`src/rtl/cal_pkg.sv`:
```
package cal_pkg;
  localparam int NIB_W      = 4;
  localparam int ADDR_W     = 4;
  localparam int NUM_DIGITS = 13;
  localparam int VAL_W      = 8;

  localparam logic [ADDR_W-1:0] A_SEC1  = 4'd0;
  localparam logic [ADDR_W-1:0] A_SEC10 = 4'd1;
  localparam logic [ADDR_W-1:0] A_MIN1  = 4'd2;
  localparam logic [ADDR_W-1:0] A_MIN10 = 4'd3;
  localparam logic [ADDR_W-1:0] A_HR1   = 4'd4;
  localparam logic [ADDR_W-1:0] A_HR10  = 4'd5;
  localparam logic [ADDR_W-1:0] A_DAY1  = 4'd6;
  localparam logic [ADDR_W-1:0] A_DAY10 = 4'd7;
  localparam logic [ADDR_W-1:0] A_MON1  = 4'd8;
  localparam logic [ADDR_W-1:0] A_MON10 = 4'd9;
  localparam logic [ADDR_W-1:0] A_YR1   = 4'd10;
  localparam logic [ADDR_W-1:0] A_YR10  = 4'd11;
  localparam logic [ADDR_W-1:0] A_WDAY  = 4'd12;

  localparam logic [NIB_W-1:0] M_TENS60 = 4'h7;
  localparam logic [NIB_W-1:0] M_HR10   = 4'h7;
  localparam logic [NIB_W-1:0] M_DAY10  = 4'h3;
  localparam logic [NIB_W-1:0] M_MON10  = 4'h1;
  localparam logic [NIB_W-1:0] M_WDAY   = 4'h7;

  typedef logic [NIB_W-1:0] nib_t;
  typedef struct packed {
    nib_t tens;
    nib_t ones;
  } bcd2_t;

  function automatic logic [VAL_W-1:0] bcd_val(nib_t t, nib_t o);
    return {4'b0, t} * 8'd10 + {4'b0, o};
  endfunction

  function automatic bcd2_t bcd_inc(bcd2_t v);
    bcd2_t r;
    if (v.ones >= 4'd9) begin
      r.ones = 4'd0;
      r.tens = v.tens + 4'd1;
    end else begin
      r.ones = v.ones + 4'd1;
      r.tens = v.tens;
    end
    return r;
  endfunction

  function automatic logic leap_year(nib_t t, nib_t o);
    if (t[0]) return (o == 4'd2) || (o == 4'd6);
    return (o == 4'd0) || (o == 4'd4) || (o == 4'd8);
  endfunction

  function automatic logic [VAL_W-1:0] month_days(logic [VAL_W-1:0] m, logic leap);
    case (m)
      8'd2:                     return leap ? 8'd29 : 8'd28;
      8'd4, 8'd6, 8'd9, 8'd11:  return 8'd30;
      default:                  return 8'd31;
    endcase
  endfunction
endpackage

```
`src/rtl/cal_mod60.sv`:
```
module cal_mod60
  import cal_pkg::*;
#(
  parameter int ONES_LAST = 9,
  parameter int TENS_LAST = 5
) (
  input  logic clk,
  input  logic rst,
  input  logic step,
  input  logic wr_ones,
  input  logic wr_tens,
  input  nib_t wr_data,
  output nib_t ones,
  output nib_t tens,
  output logic wrap
);
  localparam nib_t OL = nib_t'(ONES_LAST);
  localparam nib_t TL = nib_t'(TENS_LAST);

  logic ones_last;
  logic tens_last;

  assign ones_last = (ones >= OL);
  assign tens_last = (tens >= TL);
  assign wrap      = step && ones_last && tens_last;

  always_ff @(posedge clk) begin
    if (rst) begin
      ones <= '0;
      tens <= '0;
    end else begin
      if (wr_ones)
        ones <= wr_data;
      else if (step)
        ones <= ones_last ? 4'd0 : ones + 4'd1;

      if (wr_tens)
        tens <= wr_data & M_TENS60;
      else if (step && ones_last)
        tens <= tens_last ? 4'd0 : tens + 4'd1;
    end
  end
endmodule

```
`src/rtl/cal_hour_ctr.sv`:
```
module cal_hour_ctr
  import cal_pkg::*;
(
  input  logic clk,
  input  logic rst,
  input  logic mode_24h,
  input  logic step,
  input  logic wr_ones,
  input  logic wr_tens,
  input  nib_t wr_data,
  output nib_t ones,
  output nib_t tens,
  output logic day_step
);
  logic [1:0] t;
  logic       pm;
  nib_t       n_ones;
  nib_t       n_tens;
  logic       carry;

  assign t  = tens[1:0];
  assign pm = tens[2];

  always_comb begin
    n_ones = ones;
    n_tens = tens;
    carry  = 1'b0;
    if (mode_24h) begin
      if (t == 2'd2 && ones >= 4'd3) begin
        n_ones = 4'd0;
        n_tens = {1'b0, pm, 2'b00};
        carry  = 1'b1;
      end else if (ones >= 4'd9) begin
        n_ones = 4'd0;
        n_tens = {1'b0, pm, 2'(t + 2'd1)};
      end else begin
        n_ones = ones + 4'd1;
      end
    end else begin
      if (t == 2'd1 && ones == 4'd1) begin
        n_ones = 4'd2;
        n_tens = {1'b0, ~pm, 2'b01};
        carry  = pm;
      end else if (t == 2'd1 && ones >= 4'd2) begin
        n_ones = 4'd1;
        n_tens = {1'b0, pm, 2'b00};
      end else if (ones >= 4'd9) begin
        n_ones = 4'd0;
        n_tens = {1'b0, pm, 2'(t + 2'd1)};
      end else begin
        n_ones = ones + 4'd1;
      end
    end
  end

  assign day_step = step && carry;

  always_ff @(posedge clk) begin
    if (rst) begin
      ones <= mode_24h ? 4'd0 : 4'd2;
      tens <= mode_24h ? 4'd0 : 4'd1;
    end else begin
      if (wr_ones)
        ones <= wr_data;
      else if (step)
        ones <= n_ones;

      if (wr_tens)
        tens <= wr_data & M_HR10;
      else if (step)
        tens <= n_tens;
    end
  end
endmodule

```
`src/rtl/cal_date_ctr.sv`:
```
module cal_date_ctr
  import cal_pkg::*;
(
  input  logic       clk,
  input  logic       rst,
  input  logic       step,
  input  logic [6:0] wr_sel,
  input  nib_t       wr_data,
  output nib_t       day1,
  output nib_t       day10,
  output nib_t       mon1,
  output nib_t       mon10,
  output nib_t       yr1,
  output nib_t       yr10,
  output nib_t       wday
);
  logic [VAL_W-1:0] dval;
  logic [VAL_W-1:0] mval;
  logic [VAL_W-1:0] dim;
  logic             leap;
  logic             last_day;
  logic             last_mon;
  bcd2_t            day_n;
  bcd2_t            mon_n;
  bcd2_t            yr_n;

  always_comb begin
    dval     = bcd_val(day10, day1);
    mval     = bcd_val(mon10, mon1);
    leap     = leap_year(yr10, yr1);
    dim      = month_days(mval, leap);
    last_day = (dval >= dim);
    last_mon = (mval >= 8'd12);

    day_n = bcd_inc('{tens: day10, ones: day1});
    mon_n = bcd_inc('{tens: mon10, ones: mon1});
    yr_n  = bcd_inc('{tens: yr10, ones: yr1});
    if (yr_n.tens > 4'd9) yr_n.tens = 4'd0;

    if (last_day) day_n = '{tens: 4'd0, ones: 4'd1};
    if (last_mon) mon_n = '{tens: 4'd0, ones: 4'd1};
    if (!(last_day && last_mon)) yr_n = '{tens: yr10, ones: yr1};
    if (!last_day) mon_n = '{tens: mon10, ones: mon1};
  end

  always_ff @(posedge clk) begin
    if (rst) begin
      day1  <= 4'd1;
      day10 <= 4'd0;
      mon1  <= 4'd1;
      mon10 <= 4'd0;
      yr1   <= 4'd0;
      yr10  <= 4'd0;
      wday  <= 4'd0;
    end else begin
      if (wr_sel[0])      day1  <= wr_data;
      else if (step)      day1  <= day_n.ones;
      if (wr_sel[1])      day10 <= wr_data & M_DAY10;
      else if (step)      day10 <= day_n.tens & M_DAY10;
      if (wr_sel[2])      mon1  <= wr_data;
      else if (step)      mon1  <= mon_n.ones;
      if (wr_sel[3])      mon10 <= wr_data & M_MON10;
      else if (step)      mon10 <= mon_n.tens & M_MON10;
      if (wr_sel[4])      yr1   <= wr_data;
      else if (step)      yr1   <= yr_n.ones;
      if (wr_sel[5])      yr10  <= wr_data;
      else if (step)      yr10  <= yr_n.tens;
      if (wr_sel[6])      wday  <= wr_data & M_WDAY;
      else if (step)      wday  <= (wday >= 4'd6) ? 4'd0 : wday + 4'd1;
    end
  end
endmodule

```
`src/rtl/bcd_calendar_clock.sv`:
```
module bcd_calendar_clock
  import cal_pkg::*;
(
  input  logic              clk,
  input  logic              rst,
  input  logic              tick,
  input  logic              mode_24h,
  input  logic              wr_en,
  input  logic [ADDR_W-1:0] wr_addr,
  input  logic [NIB_W-1:0]  wr_data,
  input  logic [ADDR_W-1:0] rd_addr,
  output logic [NIB_W-1:0]  rd_data,
  output logic              sec_stb,
  output logic              min_stb,
  output logic              hr_stb
);
  localparam int MS_STAGES = 2;

  logic [NUM_DIGITS-1:0] wr_sel;
  logic [MS_STAGES:0]    stage_step;
  nib_t                  ms_ones [MS_STAGES];
  nib_t                  ms_tens [MS_STAGES];
  logic [MS_STAGES-1:0]  ms_wrap;
  nib_t                  sec_ones;
  nib_t                  sec_tens;
  nib_t                  hr_ones;
  nib_t                  hr_tens;
  logic                  day_step;
  nib_t                  day1, day10, mon1, mon10, yr1, yr10, wday;
  nib_t                  rd_mux;

  always_comb begin
    for (int i = 0; i < NUM_DIGITS; i++)
      wr_sel[i] = wr_en && (wr_addr == ADDR_W'(i));
  end

  assign stage_step[0] = tick;

  for (genvar g = 0; g < MS_STAGES; g++) begin : g_ms
    cal_mod60 #(.ONES_LAST(9), .TENS_LAST(5)) u_ms (
      .clk     (clk),
      .rst     (rst),
      .step    (stage_step[g]),
      .wr_ones (wr_sel[2*g]),
      .wr_tens (wr_sel[2*g+1]),
      .wr_data (wr_data),
      .ones    (ms_ones[g]),
      .tens    (ms_tens[g]),
      .wrap    (ms_wrap[g])
    );
    assign stage_step[g+1] = ms_wrap[g];
  end

  assign sec_ones = ms_ones[0];
  assign sec_tens = ms_tens[0];

  cal_hour_ctr u_hour (
    .clk      (clk),
    .rst      (rst),
    .mode_24h (mode_24h),
    .step     (stage_step[MS_STAGES]),
    .wr_ones  (wr_sel[A_HR1]),
    .wr_tens  (wr_sel[A_HR10]),
    .wr_data  (wr_data),
    .ones     (hr_ones),
    .tens     (hr_tens),
    .day_step (day_step)
  );

  cal_date_ctr u_date (
    .clk     (clk),
    .rst     (rst),
    .step    (day_step),
    .wr_sel  (wr_sel[A_WDAY:A_DAY1]),
    .wr_data (wr_data),
    .day1    (day1),
    .day10   (day10),
    .mon1    (mon1),
    .mon10   (mon10),
    .yr1     (yr1),
    .yr10    (yr10),
    .wday    (wday)
  );

  always_comb begin
    case (rd_addr)
      A_SEC1:  rd_mux = ms_ones[0];
      A_SEC10: rd_mux = ms_tens[0];
      A_MIN1:  rd_mux = ms_ones[1];
      A_MIN10: rd_mux = ms_tens[1];
      A_HR1:   rd_mux = hr_ones;
      A_HR10:  rd_mux = mode_24h ? {2'b00, hr_tens[1:0]} : hr_tens;
      A_DAY1:  rd_mux = day1;
      A_DAY10: rd_mux = day10;
      A_MON1:  rd_mux = mon1;
      A_MON10: rd_mux = mon10;
      A_YR1:   rd_mux = yr1;
      A_YR10:  rd_mux = yr10;
      A_WDAY:  rd_mux = wday;
      default: rd_mux = '0;
    endcase
  end

  always_ff @(posedge clk) begin
    if (rst) begin
      rd_data <= '0;
      sec_stb <= 1'b0;
      min_stb <= 1'b0;
      hr_stb  <= 1'b0;
    end else begin
      rd_data <= rd_mux;
      sec_stb <= stage_step[0];
      min_stb <= stage_step[1];
      hr_stb  <= stage_step[2];
    end
  end
endmodule

```
`config.mk`:
```
export PLATFORM = sky130hd
export DESIGN_NAME = bcd_calendar_clock
export DESIGN_NICKNAME = d
export VERILOG_FILES = /design/src/rtl/cal_pkg.sv /design/src/rtl/cal_mod60.sv /design/src/rtl/cal_hour_ctr.sv /design/src/rtl/cal_date_ctr.sv /design/src/rtl/bcd_calendar_clock.sv
export SDC_FILE = /design/constraint.sdc
export NUM_CORES = 1
export LEC_CHECK = 0
export CAP_MARGIN = 10
export CELL_PAD_IN_SITES_DETAIL_PLACEMENT = 0
export CELL_PAD_IN_SITES_GLOBAL_PLACEMENT = 1
export CORE_MARGIN = 5
export CORE_UTILIZATION = 49
export DETAILED_ROUTE_END_ITERATION = 12
export DONT_BUFFER_PORTS = 1
export GPL_ROUTABILITY_DRIVEN = 0
export PLACE_DENSITY_LB_ADDON = 0.05
export SLEW_MARGIN = 20
export SYNTH_ARGS = -nofsm -noshare
export SYNTH_HDL_FRONTEND = slang
export SYNTH_HIERARCHICAL = 1
export SYNTH_SLANG_ARGS = --single-unit
```
`constraint.sdc`:
```
create_clock -name clk -period 4.19 [get_ports clk]
set_input_delay 0.838 -clock clk [delete_from_list [all_inputs] [get_ports clk]]
set_output_delay 0.838 -clock clk [all_outputs]
set_load 0.02 [all_outputs]
```
==> results of run 1 <==
[placed cells by master, fill, tap and decap left out, drive strengths merged, types with 6 or more instances in the layout]
cell type  count
a211oi         9
a21boi         6
a21oi         39
a221oi        12
a31oi         10
and3           6
dfxtp         46
edfxtp         8
ha            40
inv           45
mux2i         12
nand2         52
nand2b        10
nand3         25
nand3b        14
nor2          35
nor2b         14
nor3          18
nor3b         11
o21ai         19
o22ai          9
[cells by family (layout without fill, tap and decap cells)]
kind of cell / count (synthesis) / count (layout) / synth area share [%]
compound gates: 162 / 162 / 25.87
xor+xnor: 6 / 6 / 1.123
fa+ha+maj: 41 / 41 / 11.12
buf+inv: 75 / 55 / 7.349
flops: 54 / 54 / 24.80
mux: 17 / 17 / 4.009
other cells: 1 / 5 / 0.08009
simple gates: 216 / 216 / 25.65
[per-layer routing]
| metal | GRT usage, % | routed length [um] | up-vias |
|---|---|---|---|
| met5 | 0 | 0 | - |
| met4 | 4.869 | 98 | 0 |
| met3 | 4.559 | 788 | 9 |
| met2 | 35.39 | 5904 | 124 |
| met1 | 31.67 | 6151 | 2016 |
| li1 | - | - | 2066 |
[power breakdown]
group | internal (mW) | switching, mW | total [mW]
Combinational | 0.0848 | 0.0919 | 0.177
Clock | 0.121 | 0.197 | 0.319
Sequential | 0.550 | 0.0396 | 0.590
Total | 0.757 | 0.329 | 1.09
[through the flow]
stage          cell area [sq um]  util, %  cells
6_report                    4793    51.63    685
5_1_grt                     4793    51.63    685
4_1_cts                     4793    51.63    685
3_5_place_dp                4698    50.61    677
3_3_place_gp                4698    50.61    677
2_1_floorplan               4697        -    576
[worst max path at each step]
stage | start | endpoint | slack, ns | cells past startpoint
after CTS | g_ms[0].u_ms/ones[0]$_SDFFE_PP0P_ | u_date/day10[1]$_SDFFE_PP0P_ | 0.50 | 13
final | g_ms[0].u_ms/ones[0]$_SDFFE_PP0P_ | u_date/day10[1]$_SDFFE_PP0P_ | 0.44 | 13
after global routing | g_ms[0].u_ms/ones[0]$_SDFFE_PP0P_ | u_date/day10[1]$_SDFFE_PP0P_ | 0.14 | 13
after detailed placement | g_ms[0].u_ms/ones[0]$_SDFFE_PP0P_ | u_date/day10[1]$_SDFFE_PP0P_ | 0.53 | 13
after global placement | u_date/mon10[0]$_SDFFE_PP0P_ | u_date/yr1[1]$_SDFFE_PP0P_ | 0.81 | 12
after floorplan | g_ms[0].u_ms/ones[0]$_SDFFE_PP0P_ | u_date/day10[1]$_SDFFE_PP0P_ | 1.11 | 12
[cell type report]
cell class / instances / area [sq um]
Clock buffer: 5 / 68.82
Tap cell: 129 / 161.4
Inverter: 45 / 168.9
Clock inverter: 3 / 26.28
Timing Repair Buffer: 2 / 15.01
Fill cell: 948 / 4491
Sequential cell: 54 / 1161
Multi-Input combinational cell: 447 / 3192
[critical path: stages, from the launching register on]
cell and delay [ns]:
dfxtp_1 0.45, inv_1 0.09, ha_1 0.19, or3b_4 0.24
nand3_1 0.15, nor2_1 0.54, nand3_1 0.29, nor2_1 0.32
a21boi_1 0.36, buf_4 0.27, nand3_1 0.13, a311oi_1 0.31
a311oi_1 0.09, a211oi_1 0.21
[synthesized netlist by cell type (all sizes together), types with 14 or more instances]
cell type	count	area (sq um)
nand2	52	195.2
dfxtp	46	920.9
inv	45	168.9
ha	40	500.5
a21oi	39	202.7
nor2	35	136.4
nand3	25	130.1
buf	20	137.6
o21ai	19	95.09
nor3	18	90.09
nand3b	14	108.9
nor2b	14	95.09
==> impl_metrics.tcl, run 1 <==
set metrics [dict create \
    layout_min_cycle_time_ns 3.753 \
    reg_top3 "g_ms.u_ms/ones (8), g_ms.u_ms/tens (8)" \
    drive_gt1_share_pct 7.914 \
    fp.dieH_um 107.8 \
    rsz0062_at_grt "no" \
    cts_hold_buf 0 \
    die_w_um 107.8 \
    drtPass1Iterations 5 \
    cp_max_fo 14 \
    postSynth.asyncResetShare_pct 0 \
    post_synth_inst_count 572 \
    final_antenna_net_count 0 \
    setup_violations 0 \
    ys_seq_area_share_pct 24.80 \
    max_freq_mhz 266.5 \
    synth.cell_area_sq_um 4682 \
    nets 613 \
    power_density_nw_per_um2 226.4 \
    rows 35 \
    synth_cell_types 87 \
    dp_hpwl_um 9606 \
    critPathKind "flop to flop" \
    vias 4215 \
    initial_utilization_pct 50.43 \
    grt.overflow.total 0 \
    synth-edff-count 8 \
    status "complete, no violations" \
    setup_slack_ns 0.4373 \
    hold_viol_final 0 \
    slew_violations 0 \
    timing.rr.start "g_ms[0].u_ms/ones[0]$_SDFFE_PP0P_" \
    synthFlopType "dfxtp_1" \
    grtUsageTotal_pct 22.48 \
    yosys_warnings 6 \
    path_clk_slew_ns 0.10 \
    critPathLaunchType "flop" \
    clk_latency_ns 0.32 \
    finalWirelength_um 12940 \
    antenna_found_initial 0 \
    clockBufferDepth 2 \
    drc 0 \
    worst_slew_pin_slew_ns 1.081 \
    holdCritStartpoint "g_ms[0].u_ms/tens[3]$_SDFFE_PP0P_" \
    wire_per_inst_um 18.89 \
    cts_max_level 2 \
    clock_sinks 54 \
    root_buffer "clkbuf_8" \
    slew_headroom_pct 27.36 \
    min_path_cells 2 \
    cp-end-kind "flop" \
    clock_skew_ns 0.01763 \
    cp.required_ns 4.41 \
    cts_tree "done" \
    ys_seq_elements 54 \
    power.total_mw 1.085 \
    reg2reg_to "u_date/day10[1]$_SDFFE_PP0P_" \
    drv_cap 0 \
    whs_ns 0.5307 \
    grt_first_pass_wirelength_um 20690 \
    antenna_cells 0 \
    cts_setup_buffers 0 \
    ioPinCount 24 \
    numCtsBuffers 5 \
    regToRegSetupSlack_ns 0.44 \
    reg2reg_depth 13 \
    hp-class "flop to flop" \
    min_to "g_ms[0].u_ms/tens[3]$_SDFFE_PP0P_" \
    avgSynthCellArea_sq_um 8.185 \
    ir_worst_vdd_mv 0.1553 \
    first_iter_violations 348 \
    arrival_ns 3.98 \
    port_buffers 0 \
    core_sq_um 9284 \
    timing.setup.tns_ns 0 \
    finalCritPeriodShare_pct 89.56 \
    syn_to_final_growth_pct 2.378 \
    pre_cts_ws_ns 0.5259 \
    post_drt_via_cell_ratio 6.153 \
    leakage_nw 1.810 \
    die-area_sq_um 11610 \
    grt_pass1_vias 3811 \
    grt_max_degree 62 \
    post_cts_resized 0 \
]
Power figures use the tool's default switching activity.
==> run 2: changes to the inputs <==
--- a/config.mk
+++ b/config.mk
@@ -5,11 +5,12 @@
 export SDC_FILE = /design/constraint.sdc
 export NUM_CORES = 1
 export LEC_CHECK = 0
+export ABC_AREA = 1
 export CAP_MARGIN = 10
 export CELL_PAD_IN_SITES_DETAIL_PLACEMENT = 0
 export CELL_PAD_IN_SITES_GLOBAL_PLACEMENT = 1
 export CORE_MARGIN = 5
-export CORE_UTILIZATION = 49
+export CORE_UTILIZATION = 46
 export DETAILED_ROUTE_END_ITERATION = 12
 export DONT_BUFFER_PORTS = 1
 export GPL_ROUTABILITY_DRIVEN = 0
==> impl_metrics.tcl, run 2 <==
set metrics [dict create \
    ys_seq_area_share_pct 24.78 \
    drive_gt1_share_pct 7.133 \
    leakage_nw 2.350 \
    ir_worst_vdd_mv 0.1281 \
    setup_slack_ns 1.064 \
    setup_violations 0 \
    synth_cell_types 44 \
    post-synth-top-count-cell "nand2_1" \
    finalWirelength_um 12310 \
    final_common_cell "nand2_1" \
    cts_setup_buffers 0 \
    final_antenna_net_count 0 \
    drc 0 \
    postSynth.asyncResetShare_pct 0 \
    synth-edff-count 8 \
    slew_violations 0 \
    synth_commonest_cells "184 x nand2_1, 109 x nand3_1, 92 x inv_1" \
    rows 36 \
    grt_max_degree 44 \
    ys_seq_elements 54 \
    finalCritPeriodShare_pct 74.61 \
    fp.dieH_um 110.9 \
    slew_headroom_pct 34.31 \
    numCtsBuffers 5 \
    critPathLaunchType "flop" \
    crit_top_cell "nand2_1" \
    initial_utilization_pct 47.50 \
    status "complete, no violations" \
    yosysTopAreaCell "dfxtp_1" \
    syn_to_final_growth_pct 4.166 \
    clock_sinks 54 \
    grtUsageTotal_pct 20.25 \
    cts_tree "done" \
    critPathKind "flop to flop" \
    core_sq_um 9864 \
    arrival_ns 3.32 \
    hold_viol_final 0 \
    cp.required_ns 4.38 \
    wire_per_inst_um 14.28 \
    dp_hpwl_um 9378 \
    drv_cap 0 \
    nets 786 \
    clk_latency_ns 0.31 \
    layout_min_cycle_time_ns 3.126 \
    first_iter_violations 281 \
    synthFlopType "dfxtp_1" \
    whs_ns 0.5245 \
    post_synth_inst_count 730 \
    final_util_pct 49.48 \
    clock_skew_ns 0.01243 \
    die_w_um 110.9 \
    cp_max_fo 7 \
    path_clk_slew_ns 0.11 \
    power_density_nw_per_um2 219.1 \
    clockBufferDepth 2 \
    port_buffers 0 \
    slowest_stage "dfxtp_1" \
    antenna_cells 0 \
    max_freq_mhz 319.9 \
    die-area_sq_um 12300 \
    hp-class "flop to flop" \
    synth_top_cell_area_share_pct 19.65 \
    vias 4537 \
    grt_pass1_vias 4234 \
    root_buffer "clkbuf_8" \
    post_cts_resized 0 \
    critPathMaxStageDelay_ns 0.39 \
    timing.setup.tns_ns 0 \
    reg_top3 "g_ms.u_ms/ones (8), g_ms.u_ms/tens (8)" \
    worst_slew_pin_slew_ns 0.9817 \
    antenna_found_initial 0 \
    cp-end-kind "flop" \
    pre_cts_ws_ns 1.062 \
    drtPass1Iterations 5 \
    grt.overflow.total 0 \
    power.total_mw 1.069 \
    synth_area_leaders "dfxtp_1 20%, nand2_1 15%, nand3_1 12%" \
    ioPinCount 24 \
    yosys_warnings 6 \
    cts_max_level 2 \
    path_cells "ha_1 > ha_1 > or2_1 > nand2_2 > inv_2 > nor2_1 > nand3_1 > nor2_1 > nand3_1 > o31ai_1 > inv_1 > ha_1 > inv_1 > nand2_1 > nand2_1 > nand2_1 > nand2_1 > inv_1 > nand3_1 > nand2_2 > nand2_2 > nand2_1 > o21ai_1 > o211ai_1" \
    final_cell_mix "184 x nand2_1, 109 x nand3_1, 92 x inv_1" \
    avgSynthCellArea_sq_um 6.419 \
    post_drt_via_cell_ratio 5.263 \
    grt_first_pass_wirelength_um 20770 \
    synth.cell_area_sq_um 4686 \
    rsz0062_at_grt "no" \
    cts_hold_buf 0 \
]
[run 2: changes by cell type after synthesis, moves of 12 or more]
| cell | before | now |
|---|---|---|
| nand2_1 | 52 | 184 |
| nor2_1 | 33 | 66 |
| nand2_2 | 0 | 19 |
| mux2i_1 | 12 | 0 |
| nor2b_1 | 13 | 0 |
| nand3_1 | 24 | 109 |
| inv_1 | 45 | 92 |
[run 2: cell families (layout without fill, tap and decap cells)]
group / after synthesis / after routing / share of synthesized area [%]
xor gates and xnor gates: 14 / 14 / 2.617
adders and majority gates: 41 / 41 / 11.11
buffers and inverters: 116 / 111 / 10.36
DFF: 54 / 54 / 24.78
and+or+nand+nor: 414 / 414 / 40.21
other: 1 / 5 / 0.08003
AOI/OAI and AO/OA: 90 / 90 / 10.84
[run 2: metrics by stage]
step / instance area (sq um) / std cells
floorplan: 4701 / 734
global placement: 4772 / 854
detailed placement: 4772 / 854
CTS: 4881 / 862
global route: 4881 / 862
finish: 4881 / 862
[run 2: worst paths after layout]
check / start / endpoint / slack [ns] / depth (start not counted)
worst max-delay path: u_date/mon1[1]$_SDFFE_PP0P_ / u_date/mon1[0]$_SDFFE_PP1P_ / 1.06 / 24
worst min-delay path: u_date/wday[0]$_SDFFE_PP0P_ / u_date/wday[0]$_SDFFE_PP0P_ / 0.52 / 2
worst max register to register: u_date/mon1[1]$_SDFFE_PP0P_ / u_date/mon1[0]$_SDFFE_PP1P_ / 1.06 / 24
worst min register to register: u_date/wday[0]$_SDFFE_PP0P_ / u_date/wday[0]$_SDFFE_PP0P_ / 0.52 / 2
[run 2: cell type report]
type                       count  area [sq um]
clock buffer                   6         72.57
clock inverter                 2         36.28
fill                        1036          4984
inverter                     102         382.9
multi-input combinational    564          3054
sequential                    54          1161
tap                          133         166.4
timing repair buffer           1         7.507
[run 2: metal layers]
metal  GRT usage [%]  vias up  part of all wire, %
met5               0        -                    0
met4           4.187        0                  1.4
met1           27.23     2048                   47
met3           4.367       10                  5.8
met2           33.45      116                   46
li1                -     2363                    -
[run 2: worst max-delay path: cells and delay by family (launching register included)]
family	cells	cell delay, ns
simple gates	14	1.46
fa+ha+maj	3	0.71
flops	1	0.39
compound gates	3	0.28
buf+inv	4	0.20
[run 2: power by group]
| group | total (mW) | internal (mW) | switching (mW) |
|---|---|---|---|
| sequential | 0.565 | 0.542 | 0.0236 |
| combinational | 0.145 | 0.0495 | 0.0953 |
| clock | 0.359 | 0.179 | 0.180 |
| total | 1.07 | 0.771 | 0.299 |
